--- config.mk ---
export PLATFORM = sky130hd
export DESIGN_NAME = sidf_matcher
export DESIGN_NICKNAME = d
export VERILOG_FILES = /design/src/rtl/sidf_pkg.sv /design/src/rtl/sidf_settings_sel.sv /design/src/rtl/sidf_care_mask.sv /design/src/rtl/sidf_slot_cmp.sv /design/src/rtl/sidf_matcher.sv
export SDC_FILE = /design/constraint.sdc
export NUM_CORES = 1
export LEC_CHECK = 0
export BUFFER_PORTS_ARGS = -buffer_cell sky130_fd_sc_hd__buf_2
export CAP_MARGIN = 10
export CORE_MARGIN = 2
export CORE_UTILIZATION = 44
export CTS_CLUSTER_SIZE = 28
export DETAILED_ROUTE_END_ITERATION = 7
export HOLD_SLACK_MARGIN = 0.05
export PLACE_DENSITY_LB_ADDON = 0.12
export SYNTH_ARGS = -nofsm -noshare
export SYNTH_HDL_FRONTEND = slang
export SYNTH_SLANG_ARGS = --single-unit
--- constraint.sdc ---
create_clock -name clk -period 2.81 [get_ports clk]
set_input_delay 0.562 -clock clk [delete_from_list [all_inputs] [get_ports clk]]
set_output_delay 0.562 -clock clk [all_outputs]
set_load 0.1 [all_outputs]
--- src/rtl/sidf_pkg.sv ---
package sidf_pkg;

    // Comparison mode of a slot after the enable default has been applied.
    typedef enum logic {
        MODE_EXACT = 1'b0,
        MODE_SPAN  = 1'b1
    } cmp_mode_e;

endpackage

--- src/rtl/sidf_settings_sel.sv ---
module sidf_settings_sel #(
    parameter int SID_W      = 32,
    parameter int NUM_SLOTS  = 2,
    parameter bit GLOBAL_CFG = 1'b0
) (
    input  logic [NUM_SLOTS*SID_W-1:0]          pattern_i,
    input  logic [NUM_SLOTS-1:0]                span_i,
    input  logic [NUM_SLOTS-1:0]                en_i,
    output logic [NUM_SLOTS-1:0][SID_W-1:0]     eff_pattern_o,
    output sidf_pkg::cmp_mode_e [NUM_SLOTS-1:0] eff_mode_o
);
    import sidf_pkg::*;

    for (genvar g = 0; g < NUM_SLOTS; g++) begin : g_slot
        logic             src_en;
        logic [SID_W-1:0] src_pat;
        logic             src_span;

        if (GLOBAL_CFG) begin : g_shared
            assign src_en   = en_i[0];
            assign src_pat  = pattern_i[SID_W-1:0];
            assign src_span = span_i[0];
        end else begin : g_own
            assign src_en   = en_i[g];
            assign src_pat  = pattern_i[g*SID_W +: SID_W];
            assign src_span = span_i[g];
        end

        // A disabled filter acts as span mode with an all-ones pattern.
        assign eff_pattern_o[g] = src_en ? src_pat : {SID_W{1'b1}};
        assign eff_mode_o[g]    = (src_en && !src_span) ? MODE_EXACT : MODE_SPAN;
    end

endmodule

--- src/rtl/sidf_care_mask.sv ---
module sidf_care_mask #(
    parameter int SID_W = 32
) (
    input  logic [SID_W-1:0]  pattern_i,
    input  sidf_pkg::cmp_mode_e mode_i,
    output logic [SID_W-1:0]  care_o
);
    import sidf_pkg::*;

    logic [SID_W-1:0] pat_inc;
    logic [SID_W-1:0] dont_care;

    // Incrementing flips the trailing ones and the first zero; the carry out of
    // an all-ones pattern is dropped, which leaves a full don't-care mask.
    assign pat_inc   = pattern_i + SID_W'(1);
    assign dont_care = pattern_i ^ pat_inc;

    always_comb begin
        unique case (mode_i)
            MODE_EXACT: care_o = {SID_W{1'b1}};
            MODE_SPAN:  care_o = ~dont_care;
            default:    care_o = {SID_W{1'b1}};
        endcase
    end

endmodule

--- src/rtl/sidf_slot_cmp.sv ---
module sidf_slot_cmp #(
    parameter int SID_W = 32
) (
    input  logic [SID_W-1:0] sid_i,
    input  logic [SID_W-1:0] pattern_i,
    input  logic [SID_W-1:0] care_i,
    output logic             hit_o
);
    logic [SID_W-1:0] diff;

    assign diff  = (sid_i ^ pattern_i) & care_i;
    assign hit_o = (diff == '0);

endmodule

--- src/rtl/sidf_matcher.sv ---
module sidf_matcher #(
    parameter int SID_W      = 32,
    parameter int NUM_SLOTS  = 2,
    parameter bit GLOBAL_CFG = 1'b0
) (
    input  logic                       clk,
    input  logic                       rst_n,
    input  logic [NUM_SLOTS*SID_W-1:0] cfg_pattern_i,
    input  logic [NUM_SLOTS-1:0]       cfg_span_i,
    input  logic [NUM_SLOTS-1:0]       cfg_en_i,
    input  logic [SID_W-1:0]           sid_i,
    input  logic                       sid_valid_i,
    output logic                       match_vld_o,
    output logic [NUM_SLOTS-1:0]       match_o
);
    import sidf_pkg::*;

    logic [NUM_SLOTS-1:0][SID_W-1:0] eff_pattern;
    cmp_mode_e [NUM_SLOTS-1:0]       eff_mode;
    logic [NUM_SLOTS-1:0]            slot_hit;
    logic                            vld_q;
    logic [NUM_SLOTS-1:0]            match_q;

    sidf_settings_sel #(
        .SID_W      (SID_W),
        .NUM_SLOTS  (NUM_SLOTS),
        .GLOBAL_CFG (GLOBAL_CFG)
    ) u_sel (
        .pattern_i     (cfg_pattern_i),
        .span_i        (cfg_span_i),
        .en_i          (cfg_en_i),
        .eff_pattern_o (eff_pattern),
        .eff_mode_o    (eff_mode)
    );

    for (genvar g = 0; g < NUM_SLOTS; g++) begin : g_lane
        logic [SID_W-1:0] care;

        sidf_care_mask #(.SID_W(SID_W)) u_mask (
            .pattern_i (eff_pattern[g]),
            .mode_i    (eff_mode[g]),
            .care_o    (care)
        );

        sidf_slot_cmp #(.SID_W(SID_W)) u_cmp (
            .sid_i     (sid_i),
            .pattern_i (eff_pattern[g]),
            .care_i    (care),
            .hit_o     (slot_hit[g])
        );
    end

    always_ff @(posedge clk) begin
        if (!rst_n) begin
            vld_q   <= 1'b0;
            match_q <= '0;
        end else begin
            vld_q   <= sid_valid_i;
            match_q <= sid_valid_i ? slot_hit : '0;
        end
    end

    assign match_vld_o = vld_q;
    assign match_o     = match_q;

endmodule

==> results.txt <==
Avg WL per Cell -> 14.4 microns
startpoint types -> input port
leakage power -> 0.998 nW
crit path time final -> 2.46 ns
Post-DRT Antenna Nets -> 0
Setup Buffers After CTS -> 0
final setup fails -> 0
Synth Flop Type -> dfxtp_1
max_slew headroom -> 0.675
final hold violation count -> 0
Setup crit end kind -> flop
Max Fclk -> 406 MHz
num ports -> 106
vias per inst -> 5.64
input/output buffers -> 105
Maximum Capacitance Violations -> 0
Nets -> 469
gpl congestion -> 0.952
CTS Buf Count -> 3
first-pass GRT wire length -> 9470 microns
dpl ws -> 0.135 ns
PwrDens -> 214 nW/um^2
Worst Tran Pin Value -> 0.491 ns
setup_tns -> 0 ns
proportion of layout cells with a drive suffix above 1 -> 0.326
Mapped Area -> 1710 sq um
Initial Util -> 0.463
Ys Warns -> 0
clock net sink count -> 3
fraction of registers with async set or reset after synthesis -> 0
H-tree depth -> 1
FP Rows -> 22
Critical Path RT -> 2.96 ns
flops & latches, synth -> 3
Int Power -> 285 uW
crit share post-route -> 0.876
Avg Cell Area, Syn -> 6.64 sq um
Post-synth EDFFs -> 0
final core utilization -> 0.633
gr usage total -> 0.276
Clk pwr share -> 0.264
RSZ-0062 raised after global routing -> false
post-synth top area cell -> xnor2_1
Syn Nets -> 360
Synth area leaders -> xnor2_1 17%, xor2_1 14%, a21oi_1 7.0%
worst hold path type -> input port to flop
Die Area -> 4390 sq um
Reg clk slew, reported paths -> 0.03 ns
detailed placement HPWL -> 5250 microns
commonest non-fill, non-tap cell in the layout -> buf_2
Post-Synthesis Cells -> 257
number of fill cells -> 390
Area Growth Syn to Fin -> 36.7%
critical path type -> input port to flop
DRT Wirelength -> 5930 microns
number of diodes -> 0
Synth top area share -> 0.169
Core Box Area -> 3690 sq um
CTS tree -> yes
largest net degree at the start of global routing -> 12
sequential cell area fraction in the yosys report -> 0.0352
Sequential Power Share -> 0.089
commonest cells after routing, fill and taps aside -> 105 x buf_2, 33 x xnor2_1, 27 x xor2_1
Starting DRT DRC Count -> 188
CTS hold repair buffers -> 0
Die W -> 66.3 microns
Netlist cell types -> 43
vias in the first global route -> 2108
TritonRoute pass-1 iters -> 4
Final WS setup -> 0.347 ns
CP Data Arrival Time -> 2.61 ns
Placed Instances -> 409
status -> finished clean
Sw Ratio -> 0.428
Hold WS -> 0.603 ns
post-cts gate resize count -> 0
post-route insts no fill -> 413
drt drc -> 0
clk buf depth -> 2
grt ovf -> 0
Max VDD drop -> 0.142 mV
max-slew violation count -> 0
maximum fanout along the worst path -> 7
Psw -> 214 uW
Comb power frac -> 0.648
initial antenna violation count -> 0
routed vias -> 2328
Root Buffer -> clkbuf_8
die height -> 66.3 microns
layer usage:
metal  track usage  vias up  wire length, microns
met5             0        -                     0
met4        0.0306        0                    51
met3        0.0426        8                   444
met2         0.478       85                  2800
met1         0.369     1060                  2640
li1              -     1175                     -
worst max-delay path, cell delays in order:
cell	delay, ns
buf_2	0.13
nand4_4	0.16
nor4_4	0.44
and3_1	0.26
a31oi_1	0.09
or4_1	0.53
o31a_1	0.26
a211oi_2	0.18
synthesized netlist by cell type, drive strengths merged, types with 2 or more instances:
master    n
nor3      6
a21oi    25
a41oi     3
inv       7
xnor2    33
a211oi    4
o211ai    2
nor2     26
a22oi     2
nor4      6
xor2     27
a31oi     6
nand4    18
dfxtp     3
nand2b    6
nand3    20
or4       3
o21ai    14
and2      3
nor2b     3
nand2    18
o2111ai   4
and3      7
final timing paths:
kind                     startpoint                     end  slack [ns]  depth (start not counted)
setup / recovery  cfg_pattern_i[33]   match_o[1]$_SDFF_PN0_        0.35                          8
hold / removal          sid_valid_i  match_vld_o$_SDFF_PN0_        0.60                          3
logic make-up (layout without fill, tap and decap cells):
group                     after synthesis  in the layout  share of synthesized area
AOI/OAI and AO/OA                      67             67                      0.251
and+or+nand+nor                       118            118                      0.383
DFF                                     3              3                     0.0352
xor gates and xnor gates               60             60                      0.308
buffers and inverters                   9            117                     0.0220
cell type report:
cell class	instances	area [sq um]	area share
clock buffers	4	45.0	0.0193
inverters	7	26.3	0.0113
flip-flops and latches	3	60.1	0.0257
multi-input cells	245	1610	0.690
repair buffers	106	533	0.228
well taps	48	60.1	0.0257
power groups by stage:
| stage | combinational, mW | sequential [mW] | clock, mW |
|---|---|---|---|
| 2_1_floorplan | 0.155 | 0.0525 | 0 |
| 3_3_place_gp | 0.316 | 0.0448 | 0 |
| 3_5_place_dp | 0.319 | 0.0448 | 0 |
| 4_1_cts | 0.321 | 0.0442 | 0.133 |
| 5_1_grt | 0.357 | 0.0443 | 0.138 |
| 6_report | 0.323 | 0.0442 | 0.131 |
registers in the layout, indices dropped and copies added, names as in the netlist:
signal / flops
match_o: 2
match_vld_o: 1
metrics by stage:
stage / total power, mW / instance area [sq um]
final: 0.499 / 2330
after global routing: 0.539 / 2330
after CTS: 0.498 / 2330
after detailed placement: 0.364 / 2290
after global placement: 0.361 / 2290
after floorplan: 0.208 / 1710
No activity file was read; power rests on OpenSTA's default activity.
